**src/rtl/smdac_pkg.sv**
```systemverilog
package smdac_pkg;

   // Input capture variant of the bus decoder
   typedef enum logic {
      IN_DIRECT  = 1'b0,
      IN_FLOPPED = 1'b1
   } in_mode_e;

   localparam int unsigned DEF_DATA_W = 8;
   localparam int unsigned DEF_NUM_CH = 2;

   // Width of the channel address for a given channel count
   function automatic int unsigned sel_width(input int unsigned n);
      return (n <= 2) ? 1 : $clog2(n);
   endfunction

endpackage

```
**src/rtl/smdac_rst.sv**
```systemverilog
module smdac_rst #(
   parameter int unsigned STAGES = 2
) (
   input  logic clk,
   input  logic arst,
   output logic rst_q
);

   if (STAGES < 1) begin : g_bad_stages
      $error("smdac_rst: STAGES must be at least 1");
   end

   logic [STAGES-1:0] chain;

   // Assert at once, release after STAGES clean edges
   always_ff @(posedge clk or posedge arst) begin
      if (arst) chain <= '1;
      else      chain <= chain << 1;
   end

   assign rst_q = chain[STAGES-1];

endmodule

```
**src/rtl/smdac_bus_dec.sv**
```systemverilog
module smdac_bus_dec
   import smdac_pkg::*;
#(
   parameter int unsigned DATA_W  = DEF_DATA_W,
   parameter int unsigned NUM_CH  = DEF_NUM_CH,
   parameter in_mode_e    IN_MODE = IN_FLOPPED,
   localparam int unsigned SEL_W  = sel_width(NUM_CH)
) (
   input  logic              clk,
   input  logic              rst,
   input  logic              cs_n,
   input  logic [SEL_W-1:0]  sel,
   input  logic              wr,
   input  logic [DATA_W-1:0] data,
   output logic [NUM_CH-1:0] we,
   output logic [DATA_W-1:0] wdata
);

   logic              cs_s;
   logic [SEL_W-1:0]  sel_s;
   logic              wr_s;
   logic [DATA_W-1:0] data_s;
   logic              wr_prev;
   logic              fire;

   if (IN_MODE == IN_FLOPPED) begin : g_in_reg
      always_ff @(posedge clk or posedge rst) begin
         if (rst) begin
            cs_s   <= 1'b1;
            sel_s  <= '0;
            wr_s   <= 1'b1;
            data_s <= '0;
         end else begin
            cs_s   <= cs_n;
            sel_s  <= sel;
            wr_s   <= wr;
            data_s <= data;
         end
      end
   end else begin : g_in_direct
      assign cs_s   = cs_n;
      assign sel_s  = sel;
      assign wr_s   = wr;
      assign data_s = data;
   end

   // Previous strobe level; reset high so a strobe held across
   // the release of reset is not taken as a fresh edge.
   always_ff @(posedge clk or posedge rst) begin
      if (rst) wr_prev <= 1'b1;
      else     wr_prev <= wr_s;
   end

   assign fire  = wr_s & ~wr_prev & ~cs_s & ~rst;
   assign wdata = data_s;

   for (genvar g = 0; g < NUM_CH; g++) begin : g_we
      assign we[g] = fire && (sel_s == SEL_W'(g));
   end

   AST_ONE_CHANNEL: assert property (@(posedge clk) disable iff (rst)
      $onehot0(we)) else $error("two channels enabled at once");

   AST_SINGLE_PULSE: assert property (@(posedge clk) disable iff (rst)
      (|we) |=> !(|we)) else $error("write enable lasted two cycles");

endmodule

```
**src/rtl/smdac_chan.sv**
```systemverilog
module smdac_chan #(
   parameter int unsigned MAG_W = 7
) (
   input  logic             clk,
   input  logic             rst,
   input  logic             we,
   input  logic [MAG_W:0]   wdata,
   output logic [MAG_W-1:0] mag,
   output logic             sign
);

   if (MAG_W < 1) begin : g_bad_mag
      $error("smdac_chan: MAG_W must be at least 1");
   end

   always_ff @(posedge clk or posedge rst) begin
      if (rst) begin
         mag  <= '0;
         sign <= 1'b0;
      end else if (we) begin
         mag  <= wdata[MAG_W-1:0];
         sign <= wdata[MAG_W];
      end
   end

   AST_LOAD_ON_WE: assert property (@(posedge clk) disable iff (rst)
      we |=> (mag == $past(wdata[MAG_W-1:0]) && sign == $past(wdata[MAG_W])))
      else $error("channel did not load written byte");

   AST_HOLD_NO_WE: assert property (@(posedge clk) disable iff (rst)
      !we |=> $stable({sign, mag}))
      else $error("channel changed without a write");

endmodule

```
**src/rtl/smdac_front.sv**
```systemverilog
module smdac_front
   import smdac_pkg::*;
#(
   parameter int unsigned DATA_W    = DEF_DATA_W,
   parameter int unsigned NUM_CH    = DEF_NUM_CH,
   parameter int unsigned RST_SYNC  = 2,
   parameter in_mode_e    IN_MODE   = IN_FLOPPED
) (
   input  logic                           clk,
   input  logic                           por,
   input  logic                           ext_clr,
   input  logic                           bus_cs_n,
   input  logic [sel_width(NUM_CH)-1:0]   bus_sel,
   input  logic                           bus_wr,
   input  logic [DATA_W-1:0]              bus_data,
   output logic [NUM_CH*(DATA_W-1)-1:0]   mag_bus,
   output logic [NUM_CH-1:0]              sign_bus
);

   localparam int unsigned MAG_W = DATA_W - 1;
   localparam int unsigned SEL_W = sel_width(NUM_CH);

   if (DATA_W < 2) begin : g_bad_data
      $error("smdac_front: DATA_W must be at least 2");
   end
   if (NUM_CH < 2 || (NUM_CH & (NUM_CH - 1)) != 0) begin : g_bad_ch
      $error("smdac_front: NUM_CH must be a power of two, at least 2");
   end

   logic              arst;
   logic              rst_int;
   logic [NUM_CH-1:0] we;
   logic [DATA_W-1:0] wdata;

   assign arst = por | ext_clr;

   smdac_rst #(
      .STAGES (RST_SYNC)
   ) u_rst (
      .clk   (clk),
      .arst  (arst),
      .rst_q (rst_int)
   );

   smdac_bus_dec #(
      .DATA_W  (DATA_W),
      .NUM_CH  (NUM_CH),
      .IN_MODE (IN_MODE)
   ) u_dec (
      .clk   (clk),
      .rst   (rst_int),
      .cs_n  (bus_cs_n),
      .sel   (bus_sel),
      .wr    (bus_wr),
      .data  (bus_data),
      .we    (we),
      .wdata (wdata)
   );

   for (genvar c = 0; c < NUM_CH; c++) begin : g_ch
      logic [MAG_W-1:0] mag_c;
      logic             sign_c;

      smdac_chan #(
         .MAG_W (MAG_W)
      ) u_chan (
         .clk   (clk),
         .rst   (rst_int),
         .we    (we[c]),
         .wdata (wdata),
         .mag   (mag_c),
         .sign  (sign_c)
      );

      assign mag_bus[c*MAG_W +: MAG_W] = mag_c;
      assign sign_bus[c]               = sign_c;
   end

   always @(negedge clk) begin
      if (rst_int) begin
         AST_RESET_ZERO: assert (mag_bus == '0 && sign_bus == '0)
            else $error("outputs not cleared during reset");
      end
   end

endmodule

```
**config.mk**
```make
export PLATFORM = sky130hd
export DESIGN_NAME = smdac_front
export DESIGN_NICKNAME = d
export VERILOG_FILES = /design/src/rtl/smdac_pkg.sv /design/src/rtl/smdac_rst.sv /design/src/rtl/smdac_bus_dec.sv /design/src/rtl/smdac_chan.sv /design/src/rtl/smdac_front.sv
export SDC_FILE = /design/constraint.sdc
export NUM_CORES = 1
export LEC_CHECK = 0
export CORE_MARGIN = 2
export CORE_UTILIZATION = 42
export CTS_CLUSTER_DIAMETER = 50
export DETAILED_ROUTE_END_ITERATION = 6
export PLACE_DENSITY = 0.78
export REMOVE_ABC_BUFFERS = 1
export SLEW_MARGIN = 20
export SYNTH_ARGS = -nofsm -noshare
export SYNTH_HDL_FRONTEND = slang
export SYNTH_HIERARCHICAL = 1
export SYNTH_SLANG_ARGS = --single-unit
```
**constraint.sdc**
```tcl
create_clock -name clk -period 0.8 [get_ports clk]
set_input_delay 0.08 -clock clk [delete_from_list [all_inputs] [get_ports clk]]
set_output_delay 0.08 -clock clk [all_outputs]
set_load 0.005 [all_outputs]
```
* After elaboration in Yosys (flattened, before gate mapping)
Index checks and enable logic that the tools add are counted.
Operators by class: bitwise logic cells 8, reductions and logical operators 2
Operators with widths (number):
- $not 1->1 | 4
- $and 1x1->1 | 3
- $logic_and 1x1->1 | 2
- $or 1x1->1 | 1
Storage, ports and cells: flip-flop bits (word level) 30, input bits 14, output and inout port bits 16, word-level logic and storage cells 20

* Longest topological paths before layout
Gate-level depths: netlist of run 1.
word-level depth 5, mapped depth 4, gate-level depth less buffers 3

* Hierarchy
Netlist of run 1, hierarchy kept.
By module, submodules not included:
- smdac_chan | times used 2, cells an instance 18, area an instance 335.3 µm², seq. area each 200.2 µm²
- smdac_bus_dec | times used 1, cells an instance 16, area an instance 357.8 µm², seq. area each 304.0 µm²
- smdac_rst | times used 1, cells an instance 4, area an instance 60.1 µm², seq. area each 52.6 µm²
- smdac_front | times used 1, cells an instance 3, area an instance 21.3 µm², seq. area each 0.0 µm²

* Worst setup path after synthesis of run 1
Ideal clock, no wire load.
path type flip-flop to flip-flop, from register u_dec.wr_s, to register g_ch[1].u_chan.mag[0], library setup time 125 ps, arrival 1276 ps, required time 675 ps, slack -601 ps, stages on the path, launching flop included 5, buffers on the path 1, period minus slack after synthesis 1401 ps, cells stage by stage dfstp_2 -> nand2b_4 -> nor4b_4 -> buf_6 -> mux2_4
Between the ends: longest elaborated chain between the ends 4
Ends and longest elaborated chain:
- from (decl) | line smdac_bus_dec.sv:21 | logic wr_s;
- from (signal assigned) | line smdac_bus_dec.sv:36 | wr_s <= wr;
- $and 1x1->1 (3 in a row) | line smdac_bus_dec.sv:54 | assign fire = wr_s & ~wr_prev & ~cs_s & ~rst;
- $logic_and 1x1->1 | line smdac_bus_dec.sv:58 | assign we[g] = fire && (sel_s == SEL_W'(g));
- named net we[1] | line smdac_front.sv:32 | logic [NUM_CH-1:0] we;
- to (signal assigned) | line smdac_chan.sv:21 | mag <= wdata[MAG_W-1:0];
- to (decl) | line smdac_chan.sv:8 | output logic [MAG_W-1:0] mag,
The timed path passes the listed nets, and every way through them passes these cells. A chain may end at the register's enable or synchronous reset.

* Worst setup path in the final report of run 1
Ends and elaborated chain as after synthesis.

==> metrics.md, run 1 <==
| Metric | Value |
|---|---|
| Pwr Density | between 2000 and 2500 nW/µm² |
| # clock sinks | 30 |
| Net Sw Frac | 0.2282 |
| # placed instances | 134 |
| Number of hold-slack violations in the final timing report | 0 |
| Cell types with the highest counts after synthesis | 25 x sky130_fd_sc_hd__dfrtp_1, 16 x sky130_fd_sc_hd__mux2_4, 5 x sky130_fd_sc_hd__dfstp_2, 4 x sky130_fd_sc_hd__inv_1 |
| I/O Pins | 30 |
| Nets@finish | about 130 |
| Sequential power share | 0.472 |
| Fmax | 671.5 MHz |
| Top-count cell post-synth | sky130_fd_sc_hd__dfrtp_1 |
| Global routing usage on met1 | 0.1824 |
| Antenna diode instance count | 0 |
| First-pass GRT wire length | between 3 and 4 mm |
| Placed cell area | approximately 1600 µm² |
| Total wire length after detailed routing | between 2 and 2.5 mm |
| Biggest area contributors in the synthesized netlist | sky130_fd_sc_hd__dfrtp_1 56%, sky130_fd_sc_hd__mux2_4 22%, sky130_fd_sc_hd__dfstp_2 12%, sky130_fd_sc_hd__nor4b_4 2.1%, sky130_fd_sc_hd__buf_6 2.0% |
| Filler-free cell count of the finished design | 150 |
| Library cell with the largest summed area after synthesis | sky130_fd_sc_hd__dfrtp_1 |
| Pre-Repair DR Iteration Count | 3 |
| Top flip-flop cell by instance count after synthesis | sky130_fd_sc_hd__dfrtp_1 |
| Global-route total usage across every layer | 0.1506 |
| Die X | ~55 µm |
| Core area | between 2000 and 2500 µm² |
| Post-synthesis simple-gate area fraction | 0.05073 |
| Via density per instance | between 4 and 5 |
| Unrepaired setup endpoints after global routing | true |
| Initial antenna violation count | 0 |
| Clock Pin Slew Worst Setup and Hold Paths | approximately 0.08 ns |
| Antenna violation net count after detailed routing | 0 |
| Vertical die dimension | 55.41 µm |
| Area of the mapped netlist | 1110 µm² |
| Fill cell instance count of the final layout | about 180 |
| Cell at the slowest stage of the critical path | sky130_fd_sc_hd__dfstp_2 |
| Number of global-route vias before repair | between 700 and 800 |
| Setup tns final | -12.07 ns |
| Level count of the clock H-tree | 2 |
| Post-synthesis share of cell area spent on xor and xnor gates | 0 |
| NetSw | about 900 µW |
| Final max-slew violation count | 0 |
| Core utilization of the finished layout | 0.6537 |
| Classification of the worst-slack hold path | in2reg |
| Final worst path period share | 1.862 |
| Final design area excluding fillers | approximately 1600 µm² |
| Maxcap violations | 0 |
| Number of distinct library cell variants in the gate-level netlist after synthesis | 11 |
| Maximum VDD drop | approximately 1900 µV |
| Internal reg-to-reg setup slack | -0.69 ns |
| Number of setup violations in the final report | 32 |
| Final RePlAce weighted congestion | around 0.66 |
| Syn_area_per_cell | ~19 µm² |
| Failing checks | setup timing |
| Cell breakdown of the critical path | nand2b_4 > nor4b_4 > buf_12 > mux2_4 |
| Leakage Power | around 0.0008 µW |
| Initial Util | 0.4439 |
| Sequential area share after synthesis | 0.6821 |
| Data arrival time of the worst path | 1.70 ns |
| DRC violations left | 0 |
| Start point of the worst min-delay path | bus_cs_n |
| Compound-gate portion of the synthesized area | 0 |
| Biggest fanout along the worst timing path | 8 |
| Final global-route overflow total | 0 |
| Async set-or-reset flop fraction in the synthesized netlist | 1.000 |
| Detailed Place HPWL | 1.484 mm |
| Reg-to-reg endpoint | g_ch[1].u_chan/mag[0]$_DFFE_PP0P_ |
| Startpoint type of the worst setup path | flop |
| Number of buffers created by CTS | 5 |
| Synthesized instance count | slightly below 60 |
| Outcome | finished with violations |
| Number of synthesized flops with an enable pin | 0 |
| Count of input and output buffers | 29 |
| Die area | between 3000 and 4000 µm² |
| Busiest layer in global routing | met2 |
| CTS Buffer Depth | 2 |
| Worst R2R Start | u_dec/wr_s$_DFF_PP1_ |
| Power Internal | 3057 µW |
| Combinational group share of total power | 0.247 |
| Routed wire per std cell | ~13 µm |
| DRC violation total after the first TritonRoute iteration | 9 |
| Req. time, crit path | roughly 1 ns |
| WHS Endpoint | u_dec/cs_s$_DFF_PP1_ |
| Via count | 669 |
| Final critical path time including I/O delays and setup | 1.489 ns |
| Routing usage on met3 | 0.08197 |
| Fin Hold WS | approximately 0.16 ns |
| FF-to-FF path depth | 4 |
| Count of synthesis-stage warnings from yosys | 6 |
| Largest net degree at the start of global routing | 10 |
| Setup CP Type | reg2reg |
| Share of final-layout standard cells stronger than drive strength 1 | 0.6333 |
| Largest family of logic cells by synthesized area | multiplexers |
| Setup WS post-layout | -0.6892 ns |
| Share of total power in the clock network | 0.281 |
| Synthesis-to-finish area growth | 47.24% |
| Share of synthesized area spent on multiplexers | 0.2165 |
| Met2 track demand over resource in global routing | 0.2279 |
| Yosys reg bits | 30 |
| CTS Root Cell | sky130_fd_sc_hd__clkbuf_4 |
| Arithmetic-cell share of the synthesized area counting full adders, half adders and majority gates | 0 |
| Post-synth top area share | 0.5637 |
| Delay of the slowest critical-path stage | roughly 0.56 ns |
| Number of placement rows | 18 |
| Setup Skew | ~0.009 ns |
| Clock insertion delay at the later pin of the skew report | between 0.3 and 0.4 ns |
| Kind of end point of the critical path | flop |
| TritonCTS clock tree | built |
| Hold Path Stages | 1 |
-- sequential cells by signal (all words and copies together), names as in the netlist --
name and cells:
u_dec/wr_s 1, u_dec/wr_prev 1, u_dec/cs_s 1, u_dec/wdata 8, u_rst/chain 2, u_dec/sel_s 1
g_ch.u_chan/mag 14, g_ch.u_chan/sign 2
-- area by class of cell --
type                    count  area [µm²]  share of cell area
repair buffers             57       436.7              0.2672
flip-flops and latches     30       757.0              0.4632
well taps                  30       37.54             0.02297
inverters                   4       15.01            0.009188
multi-input cells          21       309.0              0.1891
clock buffers               8       78.83             0.04824
-- layer usage --
| metal | share of wire | routed length, µm |
|---|---|---|
| met1 | 0.43 | 869 |
| met4 | 0.014 | 29 |
| met2 | 0.48 | 960 |
| met3 | 0.071 | 143 |
| met5 | 0 | 0 |
-- worst max-delay path: cells and delay by family, from the launching register on --
kind	cells	cell delay [ns]
multiplexers	1	0.30
AND/OR/NAND/NOR	2	0.34
flip-flops	1	0.56
buffers and inverters	1	0.18
-- logic make-up (layout without fill, tap and decap cells) --
group / after synthesis / after routing
flops: 30 / 30
simple gates: 4 / 4
buf+inv: 8 / 69
mux: 16 / 16
other cells: 1 / 1
-- power groups by stage --
stage | logic (µW) | clock network [µW] | registers (µW)
6_report | 978 | 1110 | 1870
5_1_grt | 1050 | 1210 | 1900
4_1_cts | 994 | 1140 | 1870
3_5_place_dp | 1030 | 0 | 1910
3_3_place_gp | 1000 | 0 | 1900
2_1_floorplan | 311 | 0 | 1910
-- what timing repair did --
item | 4_1_cts | 5_1_grt
hold buffers | 0 | 0
pin swaps | 0 | 0
gates resized for setup | 62 | 2
setup endpoints to repair | 32 | 32
buffers inserted | 8 | 0
-- per-stage QoR --
step | total power [µW] | worst slack [ns]
global route | 4169 | -0.7114
floorplan | 2221 | -1.017
global placement | 2905 | -0.6417
CTS | 4002 | -0.6888
detailed placement | 2944 | -0.6812
finish | 3961 | -0.6892
-- how the worst max path moves through the flow --
stage	from	to	cells past startpoint
after global routing	u_dec/wr_s$_DFF_PP1_	g_ch[1].u_chan/mag[0]$_DFFE_PP0P_	4
after CTS	u_dec/wr_s$_DFF_PP1_	g_ch[1].u_chan/mag[0]$_DFFE_PP0P_	4
final	u_dec/wr_s$_DFF_PP1_	g_ch[1].u_chan/mag[0]$_DFFE_PP0P_	4
after detailed placement	u_dec/wr_s$_DFF_PP1_	g_ch[1].u_chan/mag[1]$_DFFE_PP0P_	4
after global placement	u_dec/wr_s$_DFF_PP1_	g_ch[0].u_chan/mag[5]$_DFFE_PP0P_	4
after floorplan	u_dec/wr_s$_DFF_PP1_	g_ch[0].u_chan/mag[0]$_DFFE_PP0P_	3
-- cell usage in the layout, fill, tap and decap left out, types with 3 or more instances in the layout --
master                            instances
sky130_fd_sc_hd__buf_2                   16
sky130_fd_sc_hd__dfrtp_1                 25
sky130_fd_sc_hd__clkdlybuf4s50_1         13
sky130_fd_sc_hd__inv_1                    4
sky130_fd_sc_hd__buf_4                   26
sky130_fd_sc_hd__mux2_4                  16
sky130_fd_sc_hd__dfstp_2                  5
sky130_fd_sc_hd__clkbuf_4                 5
sky130_fd_sc_hd__clkbuf_8                 3
(Power assumes the default switching activity.)
==> inputs of run 2 (changes only) <==
- ABC_CLOCK_PERIOD_IN_PS: not set -> 800
- CORE_ASPECT_RATIO: not set -> 1.25
- CORE_UTILIZATION: 42 -> 40
- PLACE_DENSITY: 0.78 -> 0.76
- SYNTH_HIERARCHICAL: 1 -> not set
==> metrics.md, run 2 <==
| Metric | Value |
|---|---|
| Outcome | finished with violations |
| Failing checks | setup timing |
| Area of the mapped netlist | 1012 µm² |
| Setup Skew | 0.006198 ns |
| Data arrival time of the worst path | ~1.7 ns |
| Post-synth top area share | 0.6180 |
| Setup slack after placement | -0.6859 ns |
| Setup CP Type | reg2reg |
| Count of synthesis-stage warnings from yosys | 0 |
| Number of global-route vias before repair | 640 |
| Worst R2R Start | u_dec.wr_s$_DFF_PP1_ |
| First-pass GRT wire length | between 2 and 3 mm |
| Cell types with the highest counts after synthesis | 25 x sky130_fd_sc_hd__dfrtp_1, 16 x sky130_fd_sc_hd__mux2_2, 5 x sky130_fd_sc_hd__dfstp_2, 2 x sky130_fd_sc_hd__buf_4 |
| Fmax | roughly 670 MHz |
| Reg-to-reg endpoint | g_ch[0].u_chan.mag[0]$_DFFE_PP0P_ |
| Synthesis-to-finish area growth | 39.93% |
| TritonCTS clock tree | built |
| Async set-or-reset flop fraction in the synthesized netlist | 1.000 |
| # clock sinks | 30 |
| Setup WS post-layout | -0.6863 ns |
| Startpoint type of the worst setup path | flop |
| Kind of end point of the critical path | flop |
| Filler-free cell count of the finished design | roughly 130 |
| Maximum VDD drop | 1636 µV |
| Pre-Repair DR Iteration Count | 2 |
| Number of buffers created by CTS | 5 |
| Final worst path period share | 1.858 |
| Nets@finish | about 110 |
| Internal reg-to-reg setup slack | -0.69 ns |
| Sequential area share after synthesis | 0.7478 |
| Final critical path time including I/O delays and setup | around 1.5 ns |
| FF-to-FF path depth | 4 |
| Core area | roughly 2400 µm² |
| Total wire length after detailed routing | 1.662 mm |
| Share of final-layout standard cells stronger than drive strength 1 | 0.5612 |
| # placed instances | approximately 120 |
| Library cell with the largest summed area after synthesis | sky130_fd_sc_hd__dfrtp_1 |
| Via count | approximately 580 |
| Clock insertion delay at the later pin of the skew report | approximately 0.32 ns |
| DRC violation total after the first TritonRoute iteration | 2 |
| Routed wire per std cell | roughly 13 µm |
| Count of input and output buffers | 29 |
| Combinational group share of total power | 0.188 |
| Global-route total usage across every layer | 0.1338 |
| Final global-route overflow total | 0 |
| CTS Root Cell | sky130_fd_sc_hd__clkbuf_4 |
| Antenna violation net count after detailed routing | 0 |
| Clock Pin Slew Worst Setup and Hold Paths | roughly 0.08 ns |
| Fill cell instance count of the final layout | ~220 |
| Die X | approximately 49 µm |
| Share of total power in the clock network | 0.264 |
| CTS Buffer Depth | 2 |
| Detailed Place HPWL | between 1 and 1.5 mm |
| Most common cell after layout, fill and taps aside | sky130_fd_sc_hd__dfrtp_1 |
| Net Sw Frac | 0.2309 |
| Yosys reg bits | 30 |
| Top flip-flop cell by instance count after synthesis | sky130_fd_sc_hd__dfrtp_1 |
| Level count of the clock H-tree | 2 |
| NetSw | about 780 µW |
| Maxcap violations | 0 |
| I/O Pins | 30 |
| Biggest area contributors in the synthesized netlist | sky130_fd_sc_hd__dfrtp_1 62%, sky130_fd_sc_hd__mux2_2 18%, sky130_fd_sc_hd__dfstp_2 13%, sky130_fd_sc_hd__nor4b_4 2.3%, sky130_fd_sc_hd__buf_4 1.5% |
| Number of setup violations in the final report | 32 |
| Sequential power share | 0.548 |
| Antenna diode instance count | 0 |
| Synthesized instance count | 55 |
| Leakage Power | approximately 0.00067 µW |
| Overall power consumption | 3393 µW |
| Pwr Density | about 2400 nW/µm² |
| Largest net degree at the start of global routing | 18 |
| Initial Util | 0.4170 |
| Classification of the worst-slack hold path | in2async |
| Reg with most FFs | g_ch.u_chan.mag |
| Final max-slew violation count | 0 |
| Final RePlAce weighted congestion | just over 0.6 |
| Vertical die dimension | 60.24 µm |
| Syn_area_per_cell | around 18 µm² |
| Biggest fanout along the worst timing path | 5 |
| Req. time, crit path | between 1 and 1.5 ns |
| Post-CTS Hold Buffers | 0 |
| Number of distinct library cell variants in the gate-level netlist after synthesis | 11 |
| Number of hold-slack violations in the final timing report | 0 |
| Power Internal | approximately 2600 µW |
| Die area | around 3000 µm² |
| Unrepaired setup endpoints after global routing | true |
| Number of synthesized flops with an enable pin | 0 |
| Initial antenna violation count | 0 |
| Number of flip-flops under the largest register name | 14 |
| Via density per instance | about 4.4 |
| DRC violations left | 0 |
| Top-count cell post-synth | sky130_fd_sc_hd__dfrtp_1 |
| Leading cell types in the layout, fill and taps excluded | 25 x sky130_fd_sc_hd__dfrtp_1, 16 x sky130_fd_sc_hd__buf_2, 13 x sky130_fd_sc_hd__clkdlybuf4s50_1, 8 x sky130_fd_sc_hd__mux2_2, 8 x sky130_fd_sc_hd__mux2_4 |
| Number of placement rows | 20 |
==> run 2: cell types whose count changed in the layout (fill, tap and decap cells not counted), moves of 2 or more <==
cell,delta
sky130_fd_sc_hd__buf_4,-19
sky130_fd_sc_hd__inv_1,-3
sky130_fd_sc_hd__mux2_4,-8
sky130_fd_sc_hd__mux2_2,+8
sky130_fd_sc_hd__clkbuf_8,-2
==> run 2: cell type report <==
class	instances	area [µm²]	area share
timing repair buffer	38	285.3	0.2014
clock buffer	7	55.05	0.03887
clock inverter	1	5.005	0.003534
multi-input combinational	21	269.0	0.1899
tap	33	41.29	0.02915
inverter	1	3.754	0.002650
sequential	30	757.0	0.5345
==> run 2: power groups by stage <==
stage | sequential (µW) | combinational [µW] | clock, µW
after floorplan | 1900 | 197 | 0
after global placement | 1890 | 685 | 0
after detailed placement | 1900 | 708 | 0
after CTS | 1860 | 637 | 935
after global routing | 1880 | 701 | 1010
final | 1860 | 639 | 896
==> run 2: worst max path at each step <==
stage | to | depth (start not counted) | startpoint
floorplan | g_ch[0].u_chan.mag[0]$_DFFE_PP0P_ | 3 | u_dec.wr_s$_DFF_PP1_
global placement | g_ch[0].u_chan.mag[0]$_DFFE_PP0P_ | 4 | u_dec.wr_s$_DFF_PP1_
detailed placement | g_ch[0].u_chan.mag[5]$_DFFE_PP0P_ | 4 | u_dec.wr_s$_DFF_PP1_
CTS | g_ch[0].u_chan.mag[5]$_DFFE_PP0P_ | 4 | u_dec.wr_s$_DFF_PP1_
global route | g_ch[0].u_chan.mag[0]$_DFFE_PP0P_ | 4 | u_dec.wr_s$_DFF_PP1_
finish | g_ch[0].u_chan.mag[0]$_DFFE_PP0P_ | 4 | u_dec.wr_s$_DFF_PP1_
==> run 2: repair_timing <==
item                       in CTS  in global routing
buffers inserted                3                  1
resized for setup              75                  1
setup endpoints to repair      32                 32
==> run 2: per-layer routing <==
| metal | GRT usage | routed length [µm] | vias to the layer above |
|---|---|---|---|
| met5 | 0 | 0 | - |
| met3 | 0.07000 | 116 | 6 |
| met2 | 0.2309 | 927 | 20 |
| met1 | 0.1254 | 577 | 287 |
| li1 | - | - | 263 |
| met4 | 0.08571 | 41 | 0 |
==> run 2: kinds of logic after synthesis <==
logic type,synth area share
other,0.003705
DFF,0.7478
muxes,0.1780
and+or+nand+nor,0.04079
buffers and inverters,0.02966
==> run 2: worst max-delay path: stages, from the launching register on <==
cell and delay, ns:
sky130_fd_sc_hd__dfstp_2 0.54, sky130_fd_sc_hd__nor4b_4 0.20, sky130_fd_sc_hd__and2b_1 0.20, sky130_fd_sc_hd__buf_6 0.14, sky130_fd_sc_hd__mux2_4 0.30
==> run 2: stage by stage <==
step / area, µm² / hold slack (ns) / util / setup TNS [ns]
2_1_floorplan: 985.9 / 0.06305 / - / -13.06
3_3_place_gp: 1355 / 0.2703 / 0.5582 / -11.70
3_5_place_dp: 1355 / 0.3010 / 0.5582 / -12.24
4_1_cts: 1400 / 0.1402 / 0.5768 / -12.32
5_1_grt: 1416 / 0.1484 / 0.5835 / -13.87
6_report: 1416 / 0.1390 / 0.5835 / -11.79
==> inputs of run 3 (changes only) <==
- CELL_PAD_IN_SITES_DETAIL_PLACEMENT: not set -> 1
- CELL_PAD_IN_SITES_GLOBAL_PLACEMENT: not set -> 2
- CORE_UTILIZATION: 40 -> 28
- SETUP_SLACK_MARGIN: not set -> 0.05
==> metrics.md, run 3 (synthesis gave the netlist of run 2 again) <==
| Metric | Value |
|---|---|
| Most common cell after layout, fill and taps aside | sky130_fd_sc_hd__dfrtp_1 |
| Unrepaired setup endpoints after global routing | true |
| Reg-to-reg endpoint | g_ch[0].u_chan.sign$_DFFE_PP0P_ |
| I/O Pins | 30 |
| Number of hold-slack violations in the final timing report | 0 |
| Synthesis-to-finish area growth | 44.75% |
| Post-CTS Hold Buffers | 0 |
| Final worst path period share | 1.842 |
| Number of setup violations in the final report | 32 |
| Number of flip-flops under the largest register name | 14 |
| Failing checks | setup timing |
| TritonCTS clock tree | built |
| Number of buffers created by CTS | 5 |
| DRC violations left | 0 |
| Termination of the worst setup path | g_ch[0].u_chan.sign$_DFFE_PP0P_ |
| Antenna violation net count after detailed routing | 0 |
| Data arrival time of the worst path | ~1.6 ns |
| Outcome | finished with violations |
| Setup slack after placement | -0.7027 ns |
| FF-to-FF path depth | 4 |
| Total wire length after detailed routing | about 1.9 mm |
| Final global-route overflow total | 0 |
| Worst R2R Start | u_dec.wr_s$_DFF_PP1_ |
| Placed cell area | roughly 1400 µm² |
| First-pass GRT wire length | ~3.2 mm |
| Share of final-layout standard cells stronger than drive strength 1 | 0.5556 |
| Start point of the critical path | u_dec.wr_s$_DFF_PP1_ |
| Setup WS post-layout | -0.6733 ns |
| Fin Hold WS | 0.2132 ns |
| Leakage Power | slightly below 0.0007 µW |
| Pwr Density | between 2000 and 2500 nW/µm² |
| Final critical path time including I/O delays and setup | around 1.5 ns |
| Maxcap violations | 0 |
| Classification of the worst-slack hold path | in2async |
| Final RePlAce weighted congestion | between 0.6 and 0.7 |
| # clock sinks | 30 |
| Level count of the clock H-tree | 2 |
| Via density per instance | about 4.2 |
| Reg with most FFs | g_ch.u_chan.mag |
| Biggest fanout along the worst timing path | 4 |
| Maximum VDD drop | 1431 µV |
| Initial antenna violation count | 0 |
| DRC violation total after the first TritonRoute iteration | 6 |
| Initial Util | 0.2906 |
| Clock Pin Slew Worst Setup and Hold Paths | roughly 0.06 ns |
| Nets@finish | roughly 110 |
| Largest net degree at the start of global routing | 15 |
| Global-route total usage across every layer | 0.1108 |
| Setup Skew | roughly 0.0054 ns |
| Req. time, crit path | roughly 0.96 ns |
| Fmax | 678.7 MHz |
| Die area | between 4000 and 5000 µm² |
| Internal reg-to-reg setup slack | -0.67 ns |
| Antenna diode instance count | 0 |
| Count of input and output buffers | 29 |
| Die X | slightly below 60 µm |
| Via count | roughly 590 |
| Core area | 3483 µm² |
| CTS Root Cell | sky130_fd_sc_hd__clkbuf_8 |
| Clock insertion delay at the later pin of the skew report | about 0.27 ns |
| Routed wire per std cell | between 10 and 15 µm |
| Number of global-route vias before repair | 680 |
| Startpoint type of the worst setup path | flop |
| Final max-slew violation count | 0 |
| CTS Buffer Depth | 2 |
| Leading cell types in the layout, fill and taps excluded | 25 x sky130_fd_sc_hd__dfrtp_1, 16 x sky130_fd_sc_hd__buf_2, 13 x sky130_fd_sc_hd__clkdlybuf4s50_1, 8 x sky130_fd_sc_hd__mux2_2, 8 x sky130_fd_sc_hd__mux2_4 |
| Vertical die dimension | about 70 µm |
| Number of placement rows | 24 |
| Setup CP Type | reg2reg |
| Final design area excluding fillers | between 1000 and 1500 µm² |
| Kind of end point of the critical path | flop |
| Pre-Repair DR Iteration Count | 3 |
## run 3: metrics by stage
stage	utilization	power [µW]	std cells	TNS (ns)
finish	0.4206	3653	138	-10.68
floorplan	-	2094	52	-13.06
CTS	0.4203	3726	138	-11.33
global route	0.4206	3875	138	-12.38
global placement	0.3948	2585	125	-11.76
detailed placement	0.3948	2619	125	-12.64
## run 3: worst min path at each step
stage                                   startpoint                        to
after global routing                        bus_wr      u_dec.wr_s$_DFF_PP1_
after global placement    u_rst.chain[1]$_DFF_PP1_  u_dec.wdata[1]$_DFF_PP0_
after detailed placement  u_rst.chain[1]$_DFF_PP1_  u_dec.wdata[1]$_DFF_PP0_
after CTS                                   bus_wr      u_dec.wr_s$_DFF_PP1_
after floorplan                                por  u_rst.chain[0]$_DFF_PP1_
final                                          por  u_rst.chain[1]$_DFF_PP1_
## run 3: cell type report
class	instances	area, µm²
fill	369	2018
clock buffer	8	80.08
tap	39	48.80
sequential	30	757.0
timing repair buffer	39	305.3
inverter	1	3.754
multi-input combinational	21	270.3
## run 3: power by group
group | switching, µW | internal [µW] | total (µW)
registers | 116 | 1750 | 1870
clock network | 497 | 616 | 1110
logic | 215 | 457 | 671
## run 3: repair_timing
action                                  in CTS  in global routing
endpoints found under the setup margin      32                 32
resized for setup                           75                  1
buffers inserted                             5                  0
## run 3: worst max-delay path: stages (launching register included)
cell and delay [ns]:
sky130_fd_sc_hd__dfstp_2 0.53, sky130_fd_sc_hd__nor4b_4 0.19, sky130_fd_sc_hd__and2b_2 0.21, sky130_fd_sc_hd__buf_6 0.13, sky130_fd_sc_hd__mux2_4 0.30
## run 3: routing by layer
metal	up-vias	share of wire	track usage
met2	21	0.53	0.1768
met1	297	0.39	0.1209
met4	0	0.0083	0.04651
li1	265	-	-
met5	-	0	0
met3	2	0.070	0.06137
